`src/rtl/lpddr_init_pkg.sv`:
```
package lpddr_init_pkg;

  // Pin order: {cs_n, ras_n, cas_n, we_n}
  typedef enum logic [3:0] {
    CMD_LMR = 4'b0000,
    CMD_REF = 4'b0001,
    CMD_PRE = 4'b0010,
    CMD_NOP = 4'b0111
  } dram_cmd_e;

  typedef enum logic [2:0] {
    STEP_PRE,
    STEP_REF_A,
    STEP_REF_B,
    STEP_MRS_STD,
    STEP_MRS_EXT,
    STEP_FINISH
  } init_step_e;

  typedef enum logic [1:0] {
    PH_IDLE,
    PH_WAIT,
    PH_CMD,
    PH_DONE
  } init_phase_e;

  // A wait never finishes early: zero is raised to one cycle.
  function automatic int unsigned at_least_one(int unsigned v);
    return (v == 0) ? 1 : v;
  endfunction

  function automatic int unsigned max2(int unsigned a, int unsigned b);
    return (a > b) ? a : b;
  endfunction

endpackage

```
`src/rtl/lpddr_init_timer.sv`:
```
module lpddr_init_timer #(
  parameter int CNT_W = 16
) (
  input  logic             clk_i,
  input  logic             rst_ni,
  input  logic             load_i,
  input  logic [CNT_W-1:0] load_val_i,
  output logic             expired_o
);

  logic [CNT_W-1:0] cnt_q;

  always_ff @(posedge clk_i or negedge rst_ni) begin
    if (!rst_ni) begin
      cnt_q <= '0;
    end else if (load_i) begin
      cnt_q <= load_val_i;
    end else if (cnt_q != '0) begin
      cnt_q <= cnt_q - 1'b1;
    end
  end

  assign expired_o = (cnt_q == '0);

endmodule

```
`src/rtl/lpddr_init_steps.sv`:
```
module lpddr_init_steps
  import lpddr_init_pkg::*;
#(
  parameter bit               LATE_REFRESH = 1'b0,
  parameter int               CNT_W        = 16,
  parameter logic [CNT_W-1:0] RP_LOAD      = '0,
  parameter logic [CNT_W-1:0] RFC_LOAD     = '0,
  parameter logic [CNT_W-1:0] MRD_LOAD     = '0
) (
  input  init_step_e       step_i,
  output init_step_e       next_o,
  output logic [CNT_W-1:0] gap_load_o
);

  // Order of the script: the build option picks one of two variants.
  if (LATE_REFRESH) begin : g_late
    always_comb begin
      unique case (step_i)
        STEP_PRE:     next_o = STEP_REF_A;
        STEP_REF_A:   next_o = STEP_MRS_STD;
        STEP_MRS_STD: next_o = STEP_MRS_EXT;
        STEP_MRS_EXT: next_o = STEP_REF_B;
        default:      next_o = STEP_FINISH;
      endcase
    end
  end else begin : g_early
    always_comb begin
      unique case (step_i)
        STEP_PRE:     next_o = STEP_REF_A;
        STEP_REF_A:   next_o = STEP_REF_B;
        STEP_REF_B:   next_o = STEP_MRS_STD;
        STEP_MRS_STD: next_o = STEP_MRS_EXT;
        default:      next_o = STEP_FINISH;
      endcase
    end
  end

  // Idle window that follows the command of this step.
  always_comb begin
    unique case (step_i)
      STEP_PRE:                   gap_load_o = RP_LOAD;
      STEP_REF_A, STEP_REF_B:     gap_load_o = RFC_LOAD;
      STEP_MRS_STD, STEP_MRS_EXT: gap_load_o = MRD_LOAD;
      default:                    gap_load_o = '0;
    endcase
  end

endmodule

```
`src/rtl/lpddr_init_cmd.sv`:
```
module lpddr_init_cmd
  import lpddr_init_pkg::*;
#(
  parameter int ROW_W       = 13,
  parameter int BANK_W      = 2,
  parameter int PRE_ALL_BIT = 10,
  parameter int EXT_BANK    = 2
) (
  input  init_phase_e       phase_i,
  input  init_step_e        step_i,
  input  logic [ROW_W-1:0]  mr_std_i,
  input  logic [ROW_W-1:0]  mr_ext_i,
  output dram_cmd_e         cmd_o,
  output logic [BANK_W-1:0] ba_o,
  output logic [ROW_W-1:0]  addr_o
);

  localparam logic [ROW_W-1:0]  PRE_ALL_ADDR = ROW_W'(1) << PRE_ALL_BIT;
  localparam logic [BANK_W-1:0] EXT_BA       = BANK_W'(EXT_BANK);

  always_comb begin
    cmd_o  = CMD_NOP;
    ba_o   = '0;
    addr_o = '0;
    if (phase_i == PH_CMD) begin
      unique case (step_i)
        STEP_PRE: begin
          cmd_o  = CMD_PRE;
          addr_o = PRE_ALL_ADDR;
        end
        STEP_REF_A, STEP_REF_B: cmd_o = CMD_REF;
        STEP_MRS_STD: begin
          cmd_o  = CMD_LMR;
          addr_o = mr_std_i;
        end
        STEP_MRS_EXT: begin
          cmd_o  = CMD_LMR;
          ba_o   = EXT_BA;
          addr_o = mr_ext_i;
        end
        default: cmd_o = CMD_NOP;
      endcase
    end
  end

endmodule

```
`src/rtl/lpddr_pwrup_seq.sv`:
```
module lpddr_pwrup_seq
  import lpddr_init_pkg::*;
#(
  parameter int ROW_W        = 13,
  parameter int BANK_W       = 2,
  parameter int T_INIT       = 50000,
  parameter int T_RP         = 5,
  parameter int T_RFC        = 20,
  parameter int T_MRD        = 2,
  parameter bit LATE_REFRESH = 1'b0
) (
  input  logic              clk_i,
  input  logic              rst_ni,
  input  logic              start_i,
  input  logic [ROW_W-1:0]  mr_std_i,
  input  logic [ROW_W-1:0]  mr_ext_i,
  output logic              cke_o,
  output logic              cs_n_o,
  output logic              ras_n_o,
  output logic              cas_n_o,
  output logic              we_n_o,
  output logic [BANK_W-1:0] ba_o,
  output logic [ROW_W-1:0]  addr_o,
  output logic              init_done_o
);

  localparam int unsigned INIT_CYC = at_least_one(T_INIT);
  localparam int unsigned RP_CYC   = at_least_one(T_RP);
  localparam int unsigned RFC_CYC  = at_least_one(T_RFC);
  localparam int unsigned MRD_CYC  = at_least_one(T_MRD);
  localparam int unsigned MAX_CYC  = max2(max2(INIT_CYC, RP_CYC), max2(RFC_CYC, MRD_CYC));
  localparam int          CNT_W    = (MAX_CYC < 2) ? 1 : $clog2(MAX_CYC);

  localparam logic [CNT_W-1:0] INIT_LOAD = CNT_W'(INIT_CYC - 1);
  localparam logic [CNT_W-1:0] RP_LOAD   = CNT_W'(RP_CYC - 1);
  localparam logic [CNT_W-1:0] RFC_LOAD  = CNT_W'(RFC_CYC - 1);
  localparam logic [CNT_W-1:0] MRD_LOAD  = CNT_W'(MRD_CYC - 1);

  init_phase_e      phase_q;
  init_step_e       step_q;
  init_step_e       step_next;
  logic [ROW_W-1:0] mr_std_q;
  logic [ROW_W-1:0] mr_ext_q;
  logic [CNT_W-1:0] gap_load;
  logic             tmr_load;
  logic [CNT_W-1:0] tmr_val;
  logic             tmr_expired;
  logic             accept_start;
  dram_cmd_e        cmd;

  assign accept_start = (phase_q == PH_IDLE) && start_i;
  assign tmr_load     = accept_start || (phase_q == PH_CMD);
  assign tmr_val      = (phase_q == PH_IDLE) ? INIT_LOAD : gap_load;

  lpddr_init_timer #(
    .CNT_W (CNT_W)
  ) u_timer (
    .clk_i      (clk_i),
    .rst_ni     (rst_ni),
    .load_i     (tmr_load),
    .load_val_i (tmr_val),
    .expired_o  (tmr_expired)
  );

  lpddr_init_steps #(
    .LATE_REFRESH (LATE_REFRESH),
    .CNT_W        (CNT_W),
    .RP_LOAD      (RP_LOAD),
    .RFC_LOAD     (RFC_LOAD),
    .MRD_LOAD     (MRD_LOAD)
  ) u_steps (
    .step_i     (step_q),
    .next_o     (step_next),
    .gap_load_o (gap_load)
  );

  always_ff @(posedge clk_i or negedge rst_ni) begin
    if (!rst_ni) begin
      phase_q  <= PH_IDLE;
      step_q   <= STEP_PRE;
      mr_std_q <= '0;
      mr_ext_q <= '0;
    end else begin
      unique case (phase_q)
        PH_IDLE: begin
          if (start_i) begin
            phase_q  <= PH_WAIT;
            step_q   <= STEP_PRE;
            mr_std_q <= mr_std_i;
            mr_ext_q <= mr_ext_i;
          end
        end
        PH_WAIT: begin
          if (tmr_expired) begin
            phase_q <= (step_q == STEP_FINISH) ? PH_DONE : PH_CMD;
          end
        end
        PH_CMD: begin
          phase_q <= PH_WAIT;
          step_q  <= step_next;
        end
        default: phase_q <= PH_DONE;
      endcase
    end
  end

  lpddr_init_cmd #(
    .ROW_W       (ROW_W),
    .BANK_W      (BANK_W),
    .PRE_ALL_BIT (10),
    .EXT_BANK    (2)
  ) u_cmd (
    .phase_i  (phase_q),
    .step_i   (step_q),
    .mr_std_i (mr_std_q),
    .mr_ext_i (mr_ext_q),
    .cmd_o    (cmd),
    .ba_o     (ba_o),
    .addr_o   (addr_o)
  );

  assign {cs_n_o, ras_n_o, cas_n_o, we_n_o} = cmd;
  assign cke_o       = 1'b1;
  assign init_done_o = (phase_q == PH_DONE);

endmodule

```
`config.mk`:
```
export PLATFORM = sky130hd
export DESIGN_NAME = lpddr_pwrup_seq
export DESIGN_NICKNAME = d
export VERILOG_FILES = /design/src/rtl/lpddr_init_pkg.sv /design/src/rtl/lpddr_init_timer.sv /design/src/rtl/lpddr_init_steps.sv /design/src/rtl/lpddr_init_cmd.sv /design/src/rtl/lpddr_pwrup_seq.sv
export SDC_FILE = /design/constraint.sdc
export NUM_CORES = 1
export LEC_CHECK = 0
export CAP_MARGIN = 30
export CORE_UTILIZATION = 55
export DETAILED_ROUTE_END_ITERATION = 8
export PLACE_DENSITY = 0.82
export SKIP_LAST_GASP = 1
export SLEW_MARGIN = 20
export SYNTH_ARGS = -nofsm -noshare
export SYNTH_HDL_FRONTEND = slang
export SYNTH_HIERARCHICAL = 1
export SYNTH_SLANG_ARGS = --single-unit
```
`constraint.sdc`:
```
create_clock -name clk_i -period 3.26 [get_ports clk_i]
set_input_delay 0.978 -clock clk_i [delete_from_list [all_inputs] [get_ports clk_i]]
set_output_delay 0.978 -clock clk_i [all_outputs]
set_load 0.005 [all_outputs]
```
==> impl_metrics.env, run 1 <==
export IMPL_cts_root_buf="clkbuf_8"
export IMPL_grt_pass1_wl_um=9670
export IMPL_ys_flop_type="dfrtp_1"
export IMPL_cts_hold_buffers=0
export IMPL_critPathBufInv=2
export IMPL_finalSetupViolCount=0
export IMPL_post_route_period_util_pct=93.8
export IMPL_diodes=0
export IMPL_dp_cells=382
export IMPL_relSlewSlack_pct=53.1
export IMPL_synth_top_family_by_area="simple AND/OR/NAND/NOR gates"
export IMPL_yosysUniqueCellTypes=50
export IMPL_dpl_hpwl_um=3920
export IMPL_io_pins=50
export IMPL_syn_area_um2=2940
export IMPL_slowest_delay_ns=0.55
export IMPL_critPathLaunchType="register"
export IMPL_ir_worst_vdd_mv=0.322
export IMPL_grt_max_degree=33
export IMPL_cts_tree="yes"
export IMPL_dp_slack_ns=0.459
export IMPL_crit_type="reg -> out"
export IMPL_yosys_area_top_type="dfrtp_1"
export IMPL_utilization_pct=67.6
export IMPL_drc=0
export IMPL_status="complete, no violations"
export IMPL_power_density_nw_per_um2=548
export IMPL_clockBufferDepth=2
export IMPL_synthArstFlopShare_pct=100
export IMPL_maxSlewViolCount=0
export IMPL_gr_total_overflow=0
export IMPL_critPathTopFamily="buffers and inverters"
export IMPL_first_pass_iters=4
export IMPL_port_buffers=46
export IMPL_hold_viol_final=0
export IMPL_routabilityCongestion=0.759
export IMPL_pwr_share_clk_pct=19.6
export IMPL_first_global_vias=2039
export IMPL_start_util_pct=57.2
export IMPL_rsz0062_at_grt="no"
export IMPL_postSynthAreaPerCell_um2=10.5
export IMPL_die_x_um=75.1
export IMPL_max_cap_viol_count=0
export IMPL_hold_class="reg -> reg"
export IMPL_syn_to_final_growth_pct=18.1
export IMPL_yosys_area_share_simple_pct=27.5
export IMPL_crit_fanout=16
export IMPL_synth_edf_count=0
export IMPL_synth_compound_area_share_pct=10.3
export IMPL_htreeDepth=2
export IMPL_grtUsageTotal_pct=23.0
export IMPL_cts_setup_buffers=0
export IMPL_synth_xor_area_share_pct=2.68
export IMPL_fin_crit_ns=3.06
export IMPL_synthTopCellsByArea="dfrtp_1, mux2_2, nand4bb_1, nand4b_1, buf_4"
export IMPL_startpoint="step_q[0]"
export IMPL_fp_dieArea_um2=5640
export IMPL_num_rows=26
export IMPL_setup_ws_ns=0.201
export IMPL_p_leak_uw=0.00134
export IMPL_worstMarginPinSlew_ns=0.698
export IMPL_fin_skew_ns=0.0153
export IMPL_cts_resized=0
export IMPL_power_frac_seq_pct=53.0
export IMPL_hold_path_startpoint="mr_ext_q[10]"
export IMPL_ys_seq_elements=47
export IMPL_path_cells="buf_4 -> nand4bb_1 -> a21oi_1 -> clkdlybuf4s50_1"
export IMPL_p_int_uw=1300
export IMPL_finalNetCount=350
export IMPL_viasPerCell=5.48
export IMPL_die_h_um=75.1
export IMPL_synth_adder_area_share_pct=0.425
export IMPL_reg2reg_depth=7
export IMPL_hold_path_depth=1
export IMPL_cp_required_ns=2.28
export IMPL_antenna_found_initial=0
export IMPL_arrival_ns=2.08
export IMPL_clk_pin_slew_ns=0.09
export IMPL_cts_made_buffers=5
export IMPL_p_sw_uw=606
export IMPL_vias=2144
export IMPL_clk_latency_ns=0.32
export IMPL_syn_inst=281
export IMPL_yosysSeqAreaShare_pct=40.0
export IMPL_core_um2=5140
export IMPL_crit_slowest_cell="dfrtp_1"
export IMPL_swShare_pct=31.9
export IMPL_max_freq_mhz=327
export IMPL_yosysTopAreaCellShare_pct=40.0
export IMPL_pwr_share_comb_pct=27.4
export IMPL_layout_drive_gt1_share_pct=19.6
export IMPL_instances_no_fill=391
export IMPL_numClockSinks=47
export IMPL_reg2reg_from="u_timer/cnt_q[0]"
export IMPL_fin_tns_setup_ns=0
export IMPL_yosys_warnings=6
export IMPL_wl_per_cell_um=14.5
export IMPL_routed_wl_um=5680
export IMPL_end_kind="output pin"
export IMPL_cp_depth=4
export IMPL_synthMuxAreaShare_pct=10.3
export IMPL_drt_initial_drc_count=141
export IMPL_final_antenna_net_count=0
==> logic make-up after synthesis <==
group / count (synthesis)
buffers and inverters: 39
AND/OR/NAND/NOR: 111
AO/OA/AOI/OAI: 44
multiplexers: 27
other: 3
flip-flops: 47
XOR/XNOR: 9
adder cells (fa/ha/maj): 1
==> Yosys cell counts, types with 3 or more instances <==
library cell,n
dfrtp_1,47
mux2_2,26
buf_4,17
a21oi_1,15
nand4b_1,15
nor2b_1,14
nand2_1,12
nand4bb_1,12
nand2b_1,11
or2_2,10
xnor2_1,9
clkbuf_1,8
nor2_1,8
buf_2,7
o21ai_0,7
o211a_1,6
buf_6,4
nor3_1,4
a22o_1,3
conb_1,3
inv_1,3
nand3_1,3
==> cells in the final DEF, fill, tap and decap left out, types with 2 or more instances in the layout <==
cell type,Yosys,routed
o21ai_0,7,7
nor4_2,2,2
buf_4,17,9
a22o_1,3,3
nor2_1,8,8
nand4bb_1,12,12
nand4_1,2,2
nor3_1,4,4
and3_1,2,2
dfrtp_1,47,47
xnor2_1,9,9
conb_1,3,15
o31a_1,2,2
clkdlybuf4s50_1,0,45
nand3_1,3,3
mux2_2,26,26
inv_6,0,2
nand4b_1,15,15
nand2b_1,11,11
clkbuf_8,0,5
a221o_1,2,2
a21oi_1,15,15
or4_1,2,2
o21a_1,2,2
or2_2,10,10
inv_1,3,3
nor3b_4,2,2
nand2_1,12,12
o211a_1,6,6
or3_1,2,2
nor2b_1,14,14
==> metal layers <==
layer	track usage, %	wire [um]	part of all wire (%)	vias up
met1	30.9	2590	46	1035
met5	0	0	0	-
li1	-	-	-	1056
met3	4.69	210	3.7	9
met4	7.82	91	1.6	0
met2	37.2	2790	49	44
==> worst paths after layout <==
path / to / slack, ns
worst max-delay path: addr_o[2] / 0.20
worst min-delay path: mr_ext_q[10] / 0.50
worst max register to register: phase_q[0] / 0.97
worst min register to register: mr_ext_q[10] / 0.50
max in group asynchronous: u_timer/cnt_q[7] / 2.18
min in group asynchronous: mr_std_q[1] / 0.57
==> power by group through the flow <==
stage,Clock (uW),Combinational (uW),Sequential [uW]
after detailed placement,0,520,1020
final,372,521,1010
after global routing,405,582,1040
after global placement,0,503,1000
after CTS,385,521,1010
after floorplan,0,428,969
==> through the flow <==
stage	power [uW]	cell area [um2]	hold WS, ns
after CTS	1910	3470	0.510
final	1900	3470	0.504
after global routing	2030	3470	0.524
after detailed placement	1540	3370	0.488
after floorplan	1400	2990	0.471
after global placement	1510	3350	0.481
==> area by class of cell <==
cell class,count,area [um2]
Tap cell,70,87.6
Sequential cell,47,1180
Clock buffer,5,68.8
Fill cell,424,1670
Clock inverter,3,25.0
Inverter,3,11.3
Multi-Input combinational cell,207,1560
Timing Repair Buffer,56,543
==> flip-flops by register name (all words and copies together), names as in the netlist <==
signal / count
u_timer/cnt_q: 16
mr_ext_q: 13
mr_std_q: 13
step_q: 3
phase_q: 2
No activity file was read; power rests on OpenSTA's default activity.
==> run 2: changes to the inputs <==
- ABC_AREA: unset -> 1
- DONT_BUFFER_PORTS: unset -> 1
- PLACE_DENSITY: 0.82 -> 0.7
==> impl_metrics.env, run 2 <==
export IMPL_status="complete, no violations"
export IMPL_startpoint="step_q[1]"
export IMPL_yosysMostFrequentCell="nand2_1"
export IMPL_cp_required_ns=2.28
export IMPL_p_leak_uw=0.00160
export IMPL_first_global_vias=2369
export IMPL_dp_slack_ns=0.794
export IMPL_routed_wl_um=6390
export IMPL_fin_tns_setup_ns=0
export IMPL_start_util_pct=57.7
export IMPL_multi_input_area_um2=1650
export IMPL_drt_initial_drc_count=155
export IMPL_drc=0
export IMPL_io_pins=50
export IMPL_diodes=0
export IMPL_clk_latency_ns=0.30
export IMPL_hold_viol_final=0
export IMPL_grtUsageMet3_pct=5.47
export IMPL_cts_made_buffers=5
export IMPL_busiest_layer="met2"
export IMPL_rsz0062_at_grt="no"
export IMPL_layout_drive_gt1_share_pct=14.1
export IMPL_synth_edf_count=0
export IMPL_postSynthAreaPerCell_um2=7.41
export IMPL_pwr_share_comb_pct=32.6
export IMPL_synthTopCellsByArea="dfrtp_1, nand2_1, nand3_1, inv_1, buf_4"
export IMPL_cts_resized=0
export IMPL_relSlewSlack_pct=54.1
export IMPL_max_cap_viol_count=0
export IMPL_final_cell_mix="nand2_1, nand3_1, dfrtp_1, inv_1, nor2_1"
export IMPL_viasPerCell=5.08
export IMPL_grt_max_degree=48
export IMPL_syn_to_final_growth_pct=-0.0393
export IMPL_area_sequential_um2=1180
export IMPL_first_pass_iters=4
export IMPL_finalSetupViolCount=0
export IMPL_power_frac_seq_pct=49.4
export IMPL_largest_reg_flops=16
export IMPL_yosysTopAreaCellShare_pct=36.8
export IMPL_setup_ws_ns=0.457
export IMPL_cts_root_buf="clkbuf_8"
export IMPL_swShare_pct=40.5
export IMPL_vias=2495
export IMPL_power_density_nw_per_um2=668
export IMPL_max_freq_mhz=357
export IMPL_crit_fanout=22
export IMPL_syn_area_um2=3190
export IMPL_grt_use_met1_pct=29.7
export IMPL_fill_cells=528
export IMPL_clk_pin_slew_ns=0.09
export IMPL_pwr_share_clk_pct=18.0
export IMPL_die_x_um=78.2
export IMPL_critPathLaunchType="register"
export IMPL_port_buffers=0
export IMPL_fin_crit_ns=2.80
export IMPL_wl_per_cell_um=13.0
export IMPL_ys_seq_elements=47
export IMPL_p_int_uw=1270
export IMPL_syn_inst=431
export IMPL_yosysSeqAreaShare_pct=36.8
export IMPL_yosysUniqueCellTypes=31
export IMPL_yosys_warnings=6
export IMPL_synthArstFlopShare_pct=100
export IMPL_die_h_um=78.2
export IMPL_numClockSinks=47
export IMPL_ir_worst_vdd_mv=0.308
export IMPL_grtUsageTotal_pct=23.3
export IMPL_fp_dieArea_um2=6120
export IMPL_fin_skew_ns=0.00588
export IMPL_crit_type="reg -> out"
export IMPL_routabilityCongestion=0.826
export IMPL_end_kind="output pin"
export IMPL_cts_hold_buffers=0
export IMPL_synth_top_cells_by_count="nand2_1, nand3_1, dfrtp_1"
export IMPL_num_rows=27
export IMPL_hold_class="in -> async"
export IMPL_cts_setup_buffers=0
export IMPL_core_um2=5540
export IMPL_grt_pass1_wl_um=11000
export IMPL_reg2reg_from="phase_q[0]"
export IMPL_finalNetCount=448
export IMPL_maxSlewViolCount=0
export IMPL_clockBufferDepth=2
export IMPL_post_route_period_util_pct=86.0
export IMPL_dpl_hpwl_um=4520
export IMPL_ys_flop_type="dfrtp_1"
export IMPL_top_regs="u_timer/cnt_q x16, mr_ext_q x13, mr_std_q x13"
export IMPL_reg2reg_depth=8
export IMPL_layout_cells_most_common="nand2_1"
export IMPL_p_sw_uw=863
export IMPL_arrival_ns=1.82
export IMPL_worstMarginPinSlew_ns=0.688
export IMPL_yosys_area_top_type="dfrtp_1"
export IMPL_regMostFlops="u_timer/cnt_q"
export IMPL_antenna_found_initial=0
export IMPL_grt_use_met2_pct=38.7
export IMPL_htreeDepth=2
export IMPL_gr_total_overflow=0
export IMPL_final_antenna_net_count=0
export IMPL_cts_tree="yes"
## run 2: worst max-delay path, stage by stage, from the launching register on
cell and delay [ns]:
dfrtp_1 0.64, nor2_4 0.49, o21ai_0 0.17, a21oi_1 0.23
## run 2: cells by family (layout without fill, tap and decap cells)
| kind of cell | Yosys count | after routing | synth area share, % |
|---|---|---|---|
| DFF | 47 | 47 | 36.8 |
| adders and majority gates | 1 | 1 | 0.392 |
| AOI/OAI and AO/OA | 27 | 27 | 5.88 |
| other | 3 | 15 | 0.353 |
| and+or+nand+nor | 272 | 272 | 42.1 |
| buffers and inverters | 76 | 52 | 13.0 |
| xor gates and xnor gates | 5 | 5 | 1.37 |
## run 2: final timing paths
path                                      to  slack [ns]
min                         u_timer/cnt_q[6]        0.36
max reg2reg                u_timer/cnt_q[12]        1.37
min in group clk_i               mr_std_q[9]        0.48
min reg2reg                      mr_std_q[9]        0.48
max in group asynchronous        mr_std_q[8]        2.79
max                               addr_o[10]        0.46
## run 2: metal layers
metal | part of all wire [%] | up-vias
li1 | - | 1305
met1 | 45 | 1122
met2 | 49 | 62
met3 | 4.8 | 6
met4 | 1.1 | 0
met5 | 0 | -
## run 2: through the flow
stage	utilization (%)	area, um2	power, uW	hold WS (ns)	std cells
3_3_place_gp	55.8	3090	1720	0.456	483
6_report	57.6	3190	2130	0.364	491
2_1_floorplan	-	3240	1650	0.437	443
3_5_place_dp	55.8	3090	1760	0.463	483
4_1_cts	57.6	3190	2140	0.349	491
5_1_grt	57.6	3190	2320	0.336	491
## run 2: power by group through the flow
| stage | registers, uW | clock network [uW] | logic [uW] |
|---|---|---|---|
| 2_1_floorplan | 993 | 0 | 657 |
| 3_3_place_gp | 1060 | 0 | 662 |
| 3_5_place_dp | 1060 | 0 | 699 |
| 4_1_cts | 1050 | 394 | 698 |
| 5_1_grt | 1090 | 421 | 811 |
| 6_report | 1050 | 383 | 695 |
## run 2: cell type report
cell class	count	share of cell area (%)
multi-input combinational	320	51.6
inverter	40	4.70
sequential	47	36.8
clock buffer	8	3.13
timing repair buffer	4	0.940
tap	72	2.82
